**src/rtl/itb_pkg.sv**
```systemverilog
package itb_pkg;
  localparam int unsigned LANES = 4;

  typedef logic [7:0] tgt_byte_t;

  function automatic tgt_byte_t cpu_mask(input int unsigned n_cpus);
    tgt_byte_t m;
    m = '0;
    for (int unsigned b = 0; b < 8; b++) begin
      if (b < n_cpus) m[b] = 1'b1;
    end
    return m;
  endfunction

  function automatic logic [31:0] lane_mask(input logic [LANES-1:0] be);
    logic [31:0] m;
    for (int unsigned k = 0; k < LANES; k++) m[k*8 +: 8] = {8{be[k]}};
    return m;
  endfunction
endpackage

```
**src/rtl/itb_decode.sv**
```systemverilog
module itb_decode #(
  parameter int unsigned ADDR_W    = 12,
  parameter int unsigned BASE_ADDR = 32'h800,
  parameter int unsigned WIN_BYTES = 1024,
  parameter int unsigned NUM_WORDS = 16,
  parameter int unsigned WIDX_W    = 4
) (
  input  logic [ADDR_W-1:0] addr_i,
  output logic              word_ok_o,
  output logic [WIDX_W-1:0] widx_o
);
  logic [31:0] a_ext;
  logic [31:0] word_full;
  logic        in_win;

  always_comb begin
    a_ext     = 32'(addr_i);
    in_win    = (a_ext >= BASE_ADDR) && (a_ext < BASE_ADDR + WIN_BYTES);
    word_full = (a_ext - BASE_ADDR) >> 2;
    // only words holding at least one storage slot decode as a hit
    word_ok_o = in_win && (word_full < NUM_WORDS);
    widx_o    = WIDX_W'(word_full);
  end
endmodule

```
**src/rtl/itb_slot.sv**
```systemverilog
module itb_slot #(
  parameter int unsigned NUM_CPUS = 8
) (
  input  logic                clk_i,
  input  logic                rst_ni,
  input  logic                we_i,
  input  logic [NUM_CPUS-1:0] wbits_i,
  output logic [7:0]          tgt_o
);
  logic [NUM_CPUS-1:0] q;

  always_ff @(posedge clk_i or negedge rst_ni) begin
    if (!rst_ni)   q <= '0;
    else if (we_i) q <= wbits_i;
  end

  generate
    if (NUM_CPUS < 8) begin : g_pad
      assign tgt_o = {{(8-NUM_CPUS){1'b0}}, q};
    end else begin : g_full
      assign tgt_o = q;
    end
  endgenerate
endmodule

```
**src/rtl/itb_rdport.sv**
```systemverilog
module itb_rdport #(
  parameter int unsigned NUM_WORDS = 16,
  parameter int unsigned WIDX_W    = 4
) (
  input  logic                  clk_i,
  input  logic                  rst_ni,
  input  logic                  rd_i,
  input  logic                  hit_i,
  input  logic [WIDX_W-1:0]     widx_i,
  input  logic [3:0]            be_i,
  input  logic [NUM_WORDS*32-1:0] words_i,
  output logic [31:0]           rdata_o
);
  import itb_pkg::*;

  logic [31:0] sel_word;
  logic [31:0] rdata_q;

  always_comb begin
    sel_word = '0;
    for (int unsigned w = 0; w < NUM_WORDS; w++) begin
      if (widx_i == WIDX_W'(w)) sel_word = words_i[w*32 +: 32];
    end
  end

  always_ff @(posedge clk_i or negedge rst_ni) begin
    if (!rst_ni)              rdata_q <= '0;
    else if (rd_i && hit_i)   rdata_q <= sel_word & lane_mask(be_i);
    else                      rdata_q <= '0;
  end

  assign rdata_o = rdata_q;
endmodule

```
**src/rtl/irq_target_bank.sv**
```systemverilog
module irq_target_bank #(
  parameter int unsigned NUM_CPUS  = 8,
  parameter int unsigned NUM_IRQS  = 64,
  parameter int unsigned ADDR_W    = 12,
  parameter int unsigned BASE_ADDR = 32'h800,
  parameter int unsigned WIN_BYTES = 1024
) (
  input  logic                  clk_i,
  input  logic                  rst_ni,
  input  logic [ADDR_W-1:0]     addr_i,
  input  logic [31:0]           wdata_i,
  input  logic [3:0]            be_i,
  input  logic                  wr_i,
  input  logic                  rd_i,
  output logic [31:0]           rdata_o,
  output logic [NUM_IRQS*8-1:0] targets_o
);
  localparam int unsigned NUM_WORDS = (NUM_IRQS + 3) / 4;
  localparam int unsigned NUM_SLOTS = NUM_WORDS * 4;
  localparam int unsigned WIDX_W    = (NUM_WORDS > 1) ? $clog2(NUM_WORDS) : 1;

  logic                   word_ok;
  logic [WIDX_W-1:0]      widx;
  logic [NUM_SLOTS*8-1:0] slot_bytes;

  itb_decode #(
    .ADDR_W   (ADDR_W),
    .BASE_ADDR(BASE_ADDR),
    .WIN_BYTES(WIN_BYTES),
    .NUM_WORDS(NUM_WORDS),
    .WIDX_W   (WIDX_W)
  ) u_decode (
    .addr_i   (addr_i),
    .word_ok_o(word_ok),
    .widx_o   (widx)
  );

  generate
    for (genvar i = 0; i < NUM_SLOTS; i++) begin : g_slot
      localparam int unsigned WORD = i / 4;
      localparam int unsigned LANE = i % 4;
      if (i < NUM_IRQS) begin : g_impl
        logic       we;
        logic [7:0] tgt;
        assign we = wr_i && word_ok && be_i[LANE] && (widx == WIDX_W'(WORD));
        itb_slot #(.NUM_CPUS(NUM_CPUS)) u_slot (
          .clk_i  (clk_i),
          .rst_ni (rst_ni),
          .we_i   (we),
          .wbits_i(wdata_i[LANE*8 +: NUM_CPUS]),
          .tgt_o  (tgt)
        );
        assign slot_bytes[i*8 +: 8] = tgt;
        assign targets_o[i*8 +: 8]  = tgt;
      end else begin : g_absent
        assign slot_bytes[i*8 +: 8] = 8'h00;
      end
    end
  endgenerate

  itb_rdport #(
    .NUM_WORDS(NUM_WORDS),
    .WIDX_W   (WIDX_W)
  ) u_rdport (
    .clk_i  (clk_i),
    .rst_ni (rst_ni),
    .rd_i   (rd_i),
    .hit_i  (word_ok),
    .widx_i (widx),
    .be_i   (be_i),
    .words_i(slot_bytes),
    .rdata_o(rdata_o)
  );
endmodule

```
**config.mk**
```make
export PLATFORM = sky130hd
export DESIGN_NAME = irq_target_bank
export DESIGN_NICKNAME = d
export VERILOG_FILES = /design/src/rtl/itb_pkg.sv /design/src/rtl/itb_decode.sv /design/src/rtl/itb_slot.sv /design/src/rtl/itb_rdport.sv /design/src/rtl/irq_target_bank.sv
export SDC_FILE = /design/constraint.sdc
export NUM_CORES = 1
export LEC_CHECK = 0
export BUFFER_PORTS_ARGS = -buffer_cell sky130_fd_sc_hd__buf_2
export CAP_MARGIN = 5
export CORE_MARGIN = 5
export CORE_UTILIZATION = 40
export DETAILED_ROUTE_END_ITERATION = 12
export GPL_ROUTABILITY_DRIVEN = 0
export PLACE_DENSITY_LB_ADDON = 0.12
export SLEW_MARGIN = 20
export SYNTH_ARGS = -nofsm -noshare
export SYNTH_HDL_FRONTEND = slang
export SYNTH_SLANG_ARGS = --single-unit
```
**constraint.sdc**
```tcl
create_clock -name clk_i -period 1.8 [get_ports clk_i]
set_clock_uncertainty 0.15 [all_clocks]
set_input_delay 0.09 -clock clk_i [delete_from_list [all_inputs] [get_ports clk_i]]
set_output_delay 0.09 -clock clk_i [all_outputs]
set_load 0.02 [all_outputs]
```
==> flow_metrics.tcl, run 1 <==
set metrics [dict create \
    cts_sinks 544 \
    path_buf_inv 3 \
    synth_top_area_frac 0.532 \
    crit_path_end "u_rdport.rdata_o[11]" \
    clk_path_buf_depth 3 \
    core_sq_um 63200 \
    die_h_um 263 \
    antenna_found_initial 4 \
    ys_warn_count 0 \
    end_kind "register" \
    drv_slew 0 \
    p_sw_frac 0.250 \
    drv_cap 0 \
    rrSetupSlack_ns 0.10 \
    dieArea_sq_um 69200 \
    internal-power_uw 20200 \
    grt_usage 0.313 \
    grt_max_degree 94 \
    synth_nets 2120 \
    start_util 0.405 \
    worstPathMaxFanout 11 \
    hold_ws_ns 0.0452 \
    placed_cell_area_sq_um 32500 \
    hold_viol_final 0 \
    via_count 22000 \
    fmax_mhz 569 \
    crit_arrival_ns 2.12 \
    via_per_inst 5.78 \
    num-fill-cells 5465 \
    worstPathRequired_ns 2.17 \
    r2r-end "u_rdport.rdata_o[20]" \
    final_common_cell "buf_2" \
    synth-main-ff-cell "dfrtp_1" \
    power.switching_uw 6720 \
    htree_levels 2 \
    min_period_ns 1.76 \
    min_from "addr_i[3]" \
    power_leakage_uw 0.0187 \
    dieWidth_um 263 \
    synth_area_sq_um 25600 \
    total_power_uw 26900 \
    grt_pass1_wl_mm 163 \
    worst-path-stages 8 \
    layout_setup_ws_ns 0.0438 \
    ant_nets 0 \
    areaGrowthSynthToFinish_pct 36.3 \
    status "finished, final reports clean" \
    routedWlPerCell_um 29.7 \
    drt_wl_total_mm 113 \
    synth_area_leaders "dfrtp_1, mux2_2, mux2i_1, o21ai_0, a21oi_1" \
    cts_tree "done" \
    rsz0062_at_grt "no" \
    cp_cell_sequence "buf_8, dlygate4sd3_1, buf_4, nand2b_1, o2bb2ai_1, o221a_2, a211o_1, a211oi_1" \
    critPathTopFamily "buffers and inverters" \
    ys_seq_area_frac 0.532 \
    clk_pin_slew_ns 0.06 \
    drc 0 \
    cp-startpoint "addr_i[2]" \
    io_pins 596 \
    syn_area_per_cell_sq_um 12.4 \
    nets 2972 \
    synth_edf_count 0 \
    final_cell_mix "buf_2, dfrtp_1, mux2_2" \
    powerDensity_nw_per_um2 771 \
    min_path_cells 6 \
    fin_area_sq_um 34900 \
    hold_class "in -> reg" \
    seq_power_share 0.462 \
    worst_slew_pin_slew_ns 0.557 \
    ys_seq_elements 544 \
    start_kind "input pin" \
    drtIter0Drc 1796 \
    drive_above_1_share 0.532 \
    cp_slowest_cell "dlygate4sd3_1" \
    worstReg2RegStart "g_slot[50].g_impl.u_slot.tgt_o[4]" \
    first_pass_iters 5 \
    clkLatencyLatePin_ns 0.62 \
    postSynthCellCount 2068 \
    async_reset_ff_frac 1.00 \
    min_period_over_period 0.976 \
    grt_pass1_vias 22600 \
    slew_headroom 0.628 \
    numCtsBuffers 59 \
    grt_overflow_total 0 \
    portBuffers 593 \
    dp_hpwl_mm 83.2 \
    setup_viol 0 \
    critPathMaxStageDelay_ns 0.62 \
    rows 92 \
    place_ws_ns -0.915 \
    max-vdd-ir-drop_uv 924 \
    combPwrFrac 0.093 \
    root_buffer "clkbuf_16" \
    power_frac_clock 0.445 \
    crit_type "in -> reg" \
    reg2reg_depth 5 \
    ys_types 53 \
    yosysTopAreaCell "dfrtp_1" \
]
==> worst min path at each step <==
stage | endpoint | slack, ns
after floorplan | g_slot[0].g_impl.u_slot.tgt_o[0] | -0.36
after global placement | g_slot[18].g_impl.u_slot.tgt_o[0] | -0.16
after detailed placement | g_slot[10].g_impl.u_slot.tgt_o[0] | -0.15
after CTS | u_rdport.rdata_o[18] | 0.004
after global routing | u_rdport.rdata_o[11] | 0.05
final | u_rdport.rdata_o[11] | 0.05
==> state kept, by name (all words and copies together) (netlist names) <==
signal	count
u_rdport.rdata_o	32
g_slot.g_impl.u_slot.tgt_o	512
==> power by group through the flow <==
stage | logic [uW] | registers, uW | clock network (uW)
2_1_floorplan | 856 | 12700 | 0
3_3_place_gp | 2370 | 12600 | 0
3_5_place_dp | 2380 | 12600 | 0
4_1_cts | 2480 | 12400 | 12100
5_1_grt | 2650 | 12400 | 12600
6_report | 2510 | 12400 | 12000
==> routing by layer <==
metal | vias to the layer above | wire, um | global-route usage
met5 | - | 17 | 0
met1 | 11400 | 47400 | 0.425
met4 | 2 | 4500 | 0.103
met3 | 225 | 8980 | 0.0742
li1 | 9352 | - | -
met2 | 1037 | 52200 | 0.497
==> worst min-delay path, cell delays in order <==
cell and delay [ns]:
buf_6 0.08, buf_4 0.16, clkbuf_16 0.21, a21oi_1 0.08, nor2_1 0.08, a211oi_1 0.06
==> kinds of logic (layout without fill, tap and decap cells) <==
kind of cell | after synthesis | count (layout) | synth area share
muxes | 617 | 617 | 0.270
AOI/OAI and AO/OA | 441 | 441 | 0.111
DFF | 544 | 544 | 0.532
and+or+nand+nor | 310 | 310 | 0.0632
buffers and inverters | 156 | 1051 | 0.0238
other | 0 | 2 | 0
==> synthesized netlist by cell type (all sizes together) (16+ instances only) <==
cell type,n
dfrtp,544
mux2,522
o21ai,125
clkbuf,112
nor2,111
a21oi,97
nand2,93
mux2i,89
buf,37
nand3,36
o22ai,33
nor3,25
a22oi,20
a2bb2oi,18
a2111oi,16
==> repair_timing <==
| action | in CTS | in global routing |
|---|---|---|
| endpoints found under the setup margin | 207 | 141 |
| hold buffers | 44 | 0 |
| resized for setup | 9 | 10 |
| cloned | 0 | 1 |
| endpoints found under the hold margin | 1088 | 0 |
| pin swaps | 2 | 2 |
| setup buffers | 0 | 0 |
==> cell type report <==
class / instances / area, sq um / share of cell area
repair buffers: 940 / 6760 / 0.194
diodes: 2 / 5.00 / 0.000143
clock buffers: 90 / 1770 / 0.0506
multi-input cells: 1368 / 11500 / 0.331
inverters: 7 / 26.3 / 0.000753
clock inverters: 14 / 125 / 0.00359
well taps: 846 / 1060 / 0.0303
flip-flops and latches: 544 / 13600 / 0.390
==> stage by stage <==
step                utilization  setup TNS, ns  std cells
floorplan                     -        -165.88       2068
CTS                       0.552              0       3810
finish                    0.552              0       3811
detailed placement        0.514        -347.81       3662
global route              0.552              0       3810
global placement          0.514        -346.20       3662
Note: power is estimated with default switching activity, not from simulation.
==> run 2: changes to the inputs <==
--- a/constraint.sdc
+++ b/constraint.sdc
@@ -3,3 +3,3 @@
 set_input_delay 0.09 -clock clk_i [delete_from_list [all_inputs] [get_ports clk_i]]
 set_output_delay 0.09 -clock clk_i [all_outputs]
-set_load 0.02 [all_outputs]
+set_load 0.01 [all_outputs]
==> run 2 against run 1 <==
  * Clock power about the same
  * Sequential power is essentially flat
  * Utilization hardly changed
  * Critical path type unchanged
==> flow_metrics.tcl, run 2 (synthesis results as in run 1) <==
set metrics [dict create \
    min_period_over_period 0.991 \
    drt_wl_total_mm 113 \
    grt_pass1_wl_mm 163 \
    final_common_cell "buf_2" \
    critPathMaxStageDelay_ns 0.63 \
    max-vdd-ir-drop_uv 713 \
    cts_post_setup_buffers_inserted 0 \
    worst_slew_pin_slew_ns 0.547 \
    crit_type "in -> reg" \
    antenna_found_initial 3 \
    numCtsBuffers 59 \
    dp_hpwl_mm 83.4 \
    min_period_ns 1.78 \
    placed_cells 3661 \
    drive_above_1_share 0.533 \
    core_sq_um 63200 \
    io_pins 596 \
    clkLatencyLatePin_ns 0.62 \
    grt_usage 0.313 \
    cp_cell_sequence "buf_8, dlygate4sd3_1, buf_4, nand2b_1, o2bb2ai_1, o221a_2, a211o_1, a211oi_1" \
    crit_arrival_ns 2.15 \
    ant_nets 0 \
    root_buffer "clkbuf_16" \
    num-fill-cells 5459 \
    htree_levels 2 \
    routedWlPerCell_um 29.7 \
    drv_slew 0 \
    worstPathMaxFanout 11 \
    drc 0 \
    largest_register_ffs 512 \
    grt_pass1_vias 22500 \
    areaGrowthSynthToFinish_pct 36.3 \
    first_pass_iters 5 \
    cts_sinks 544 \
    dieWidth_um 263 \
    clk_pin_slew_ns 0.06 \
    dieArea_sq_um 69200 \
    start_kind "input pin" \
    final_cell_mix "buf_2, dfrtp_1, mux2_2" \
    fmax_mhz 561 \
    hold_class "in -> reg" \
    clk_path_buf_depth 3 \
    end_kind "register" \
    finalNonFillerCells 3815 \
    worstPathRequired_ns 2.16 \
    fin_setup_tns_ns 0 \
    drtIter0Drc 1725 \
    hold_viol_final 0 \
    power_leakage_uw 0.0188 \
    cp_slowest_cell "dlygate4sd3_1" \
    portBuffers 593 \
    slew_headroom 0.631 \
    nets 2972 \
    via_per_inst 5.78 \
    via_count 22100 \
    setup_viol 0 \
    powerDensity_nw_per_um2 768 \
    grt_max_degree 94 \
    status "finished, final reports clean" \
    drv_cap 0 \
    rows 92 \
    start_util 0.405 \
    grt_overflow_total 0 \
    cts_tree "done" \
    die_h_um 263 \
]
run 2: cell count changes in the layout (fill, tap and decap cells not counted), sizes merged:
cell	before	now
clkinv	10	14
clkinvlp	2	3
buf	897	896
diode	2	1
dlygate4sd3	42	43
clkbuf	91	92
bufinv	2	1
run 2: final timing paths:
path	startpoint	to	cells past startpoint	slack (ns)
max in group asynchronous	rst_ni	g_slot[39].g_impl.u_slot.tgt_o[1]	5	0.46
setup / recovery	addr_i[2]	u_rdport.rdata_o[11]	8	0.02
hold reg to reg	g_slot[0].g_impl.u_slot.tgt_o[2]	g_slot[0].g_impl.u_slot.tgt_o[2]	1	0.38
hold / removal	addr_i[5]	u_rdport.rdata_o[18]	5	0.02
setup reg to reg	g_slot[26].g_impl.u_slot.tgt_o[3]	u_rdport.rdata_o[19]	5	0.07
min in group asynchronous	rst_ni	g_slot[18].g_impl.u_slot.tgt_o[0]	4	0.48
run 2: repair_timing:
action,CTS,global route
hold buffers,45,0
pin swaps,1,3
endpoints found under the hold margin,1088,0
endpoints found under the setup margin,218,192
cloned,0,1
resized for setup,8,9
run 2: power breakdown:
group	internal, uW	total [uW]	switching, uW	leakage (uW)
logic	883	2430	1540	0.0102
clock network	6900	12000	5070	0.000941
registers	12300	12400	94.3	0.00759
run 2: cell type report:
cell class	count	area [sq um]	share of cell area
flip-flops and latches	544	13600	0.390
clock buffers	91	1780	0.0510
repair buffers	940	6760	0.194
clock inverters	18	123	0.00351
inverters	7	26.3	0.000753
diodes	1	2.50	0.0000717
multi-input cells	1368	11500	0.331
well taps	846	1060	0.0303
run 2: layer usage:
metal	global-route usage	wire length [um]	up-vias	share of wire
li1	-	-	9340	-
met1	0.428	47400	11500	0.42
met2	0.505	53200	1035	0.47
met3	0.0685	8910	191	0.079
met4	0.0943	3890	2	0.034
met5	0	13	-	0.00011
run 2: worst max-delay path: cells and delay by family:
| kind | cells | cell delay [ns] |
|---|---|---|
| and+or+nand+nor | 1 | 0.14 |
| buffers and inverters | 3 | 0.96 |
| AOI/OAI and AO/OA | 4 | 0.94 |
run 2: metrics by stage:
| step | area (sq um) | total power [uW] | hold slack, ns | utilization | worst slack, ns |
|---|---|---|---|---|---|
| floorplan | 25700 | 13500 | -0.356 | - | -0.453 |
| global placement | 32500 | 14900 | -0.160 | 0.514 | -0.922 |
| detailed placement | 32500 | 14900 | -0.156 | 0.514 | -0.887 |
| CTS | 34900 | 27000 | 0.00621 | 0.552 | 0.00567 |
| global route | 34900 | 27600 | 0.0481 | 0.552 | -0.00939 |
| finish | 34900 | 26800 | 0.0236 | 0.552 | 0.0162 |
==> run 3: changes to the inputs <==
- CORE_AREA: unset -> 5 5 231 233
- CORE_MARGIN: 5 -> unset
- CORE_UTILIZATION: 40 -> unset
- DIE_AREA: unset -> 0 0 236 238
==> run 3 against run 2 <==
  * Register-to-register slack got worse by 0.04 ns
  * Highest routed layer unchanged
  * Critical path type unchanged
  * Cell area fell by 1.3%
  * Clock-buffer cell count grew 4
==> flow_metrics.tcl, run 3 (synthesis results as in run 1) <==
set metrics [dict create \
    status "finished, final reports clean" \
    grt_pass1_vias 22600 \
    grt_overflow_total 0 \
    setup_viol 0 \
    seq_area_sq_um 13600 \
    final_cell_mix "buf_2, dfrtp_1, mux2_2" \
    clk_pin_slew_ns 0.06 \
    first_pass_iters 5 \
    powerDensity_nw_per_um2 783 \
    layout_setup_ws_ns 0.0291 \
    largest_register_ffs 512 \
    max-vdd-ir-drop_uv 727 \
    worstReg2RegStart "g_slot[17].g_impl.u_slot.tgt_o[3]" \
    cp-startpoint "addr_i[10]" \
    cts_sinks 544 \
    hold_class "in -> reg" \
    start_kind "input pin" \
    antenna_found_initial 2 \
    multi_input_comb_area_sq_um 11500 \
    clkLatencyLatePin_ns 0.62 \
    worstPathMaxFanout 12 \
    seq_power_share 0.460 \
    worst_slew_pin_slew_ns 0.522 \
    rsz0062_at_grt "yes" \
    rows 83 \
    grt_usage 0.363 \
    drtIter0Drc 2073 \
    final_common_cell "buf_2" \
    drv_cap 0 \
    num-fill-cells 3932 \
    clk_path_buf_depth 3 \
    drv_slew 0 \
    root_buffer "clkbuf_16" \
    ant_nets 0 \
    min_from "addr_i[3]" \
    combPwrFrac 0.085 \
    core_sq_um 51000 \
    fmax_mhz 565 \
    via_count 22500 \
    portBuffers 593 \
    hold_viol_final 0 \
    p_sw_frac 0.244 \
    grt_pass1_wl_mm 154 \
    place_ws_ns -0.680 \
    internal-power_uw 20400 \
    drive_above_1_share 0.531 \
    cts_tree "done" \
    worstPathRequired_ns 2.15 \
    dieWidth_um 236 \
    dieArea_sq_um 56200 \
    power_frac_clock 0.455 \
    power.switching_uw 6580 \
    numCtsBuffers 58 \
    crit_type "in -> reg" \
    routedWlPerCell_um 29.0 \
    power_leakage_uw 0.0186 \
    io_pins 596 \
    end_kind "register" \
    min_period_over_period 0.984 \
    crit_arrival_ns 2.12 \
    htree_levels 2 \
    finalCoreUtilization 0.675 \
    die_h_um 238 \
    grt_max_degree 57 \
    nets 2956 \
    drc 0 \
    slew_headroom 0.643 \
    drt_wl_total_mm 105 \
    dp_hpwl_mm 77.6 \
    via_per_inst 6.19 \
    start_util 0.502 \
    areaGrowthSynthToFinish_pct 34.5 \
    min_period_ns 1.77 \
]
## run 3: cell types whose count changed in the layout (fill, tap and decap cells not counted), moves of 3 or more
cell,previous run,this run
buf_4,222,219
clkbuf_8,14,17
buf_12,82,65
clkinvlp_4,3,0
clkinv_2,14,10
nand3_1,27,22
dlygate4sd3_1,43,39
buf_6,2,12
nand3_2,7,11
## run 3: cell type report
cell class / instances / area share
flip-flops and latches: 544 / 0.395
multi-input cells: 1368 / 0.335
repair buffers: 925 / 0.187
clock buffers: 95 / 0.0527
well taps: 680 / 0.0247
clock inverters: 13 / 0.00407
inverters: 7 / 0.000763
diodes: 1 / 0.0000727
## run 3: per-layer routing
metal,track usage,share of wire,vias up
met3,0.0830,0.091,277
met4,0.144,0.048,2
met5,0,0.00012,-
met1,0.493,0.40,11600
li1,-,-,9318
met2,0.571,0.46,1309
## run 3: path summary, 6_finish.rpt
kind                       slack (ns)  cells after the start                           endpoint
min                              0.05                      5               u_rdport.rdata_o[14]
max reg2reg                      0.03                      5               u_rdport.rdata_o[11]
max                              0.03                      7   g_slot[1].g_impl.u_slot.tgt_o[2]
min in group asynchronous        0.13                      3   g_slot[6].g_impl.u_slot.tgt_o[5]
max in group asynchronous        0.95                      3  g_slot[40].g_impl.u_slot.tgt_o[0]
min reg2reg                      0.37                      1  g_slot[36].g_impl.u_slot.tgt_o[7]
## run 3: through the flow
stage,area [sq um],instances,total power [uW],hold slack [ns],setup TNS [ns]
floorplan,25700,2068,13500,-0.356,-165.87
global placement,31900,3482,14800,-0.0597,-298.76
detailed placement,31900,3482,14800,-0.0630,-315.21
CTS,34400,3632,27000,0.0225,0
global route,34400,3632,27700,0.0648,-0.170
finish,34400,3633,27000,0.0524,0
## run 3: power by group through the flow
stage | Sequential, uW | Combinational [uW] | Clock, uW
floorplan | 12700 | 856 | 0
detailed placement | 12600 | 2160 | 0
global route | 12400 | 2430 | 12900
CTS | 12400 | 2260 | 12300
global placement | 12600 | 2130 | 0
finish | 12400 | 2280 | 12300
## run 3: repair_timing
| action | CTS | global route |
|---|---|---|
| endpoints found under the setup margin | 56 | 84 |
| endpoints found under the hold margin | 1088 | 0 |
| buffers inserted | 2 | 0 |
| gates cloned | 1 | 0 |
| resized for setup | 21 | 9 |
| hold buffers | 40 | 0 |
| pin swaps | 3 | 2 |
## run 3: critical path, cell delays in order
cell	delay (ns)
buf_2	0.13
or4b_4	0.59
buf_4	0.19
nor4_2	0.20
buf_4	0.24
nand3_2	0.28
mux2_2	0.37
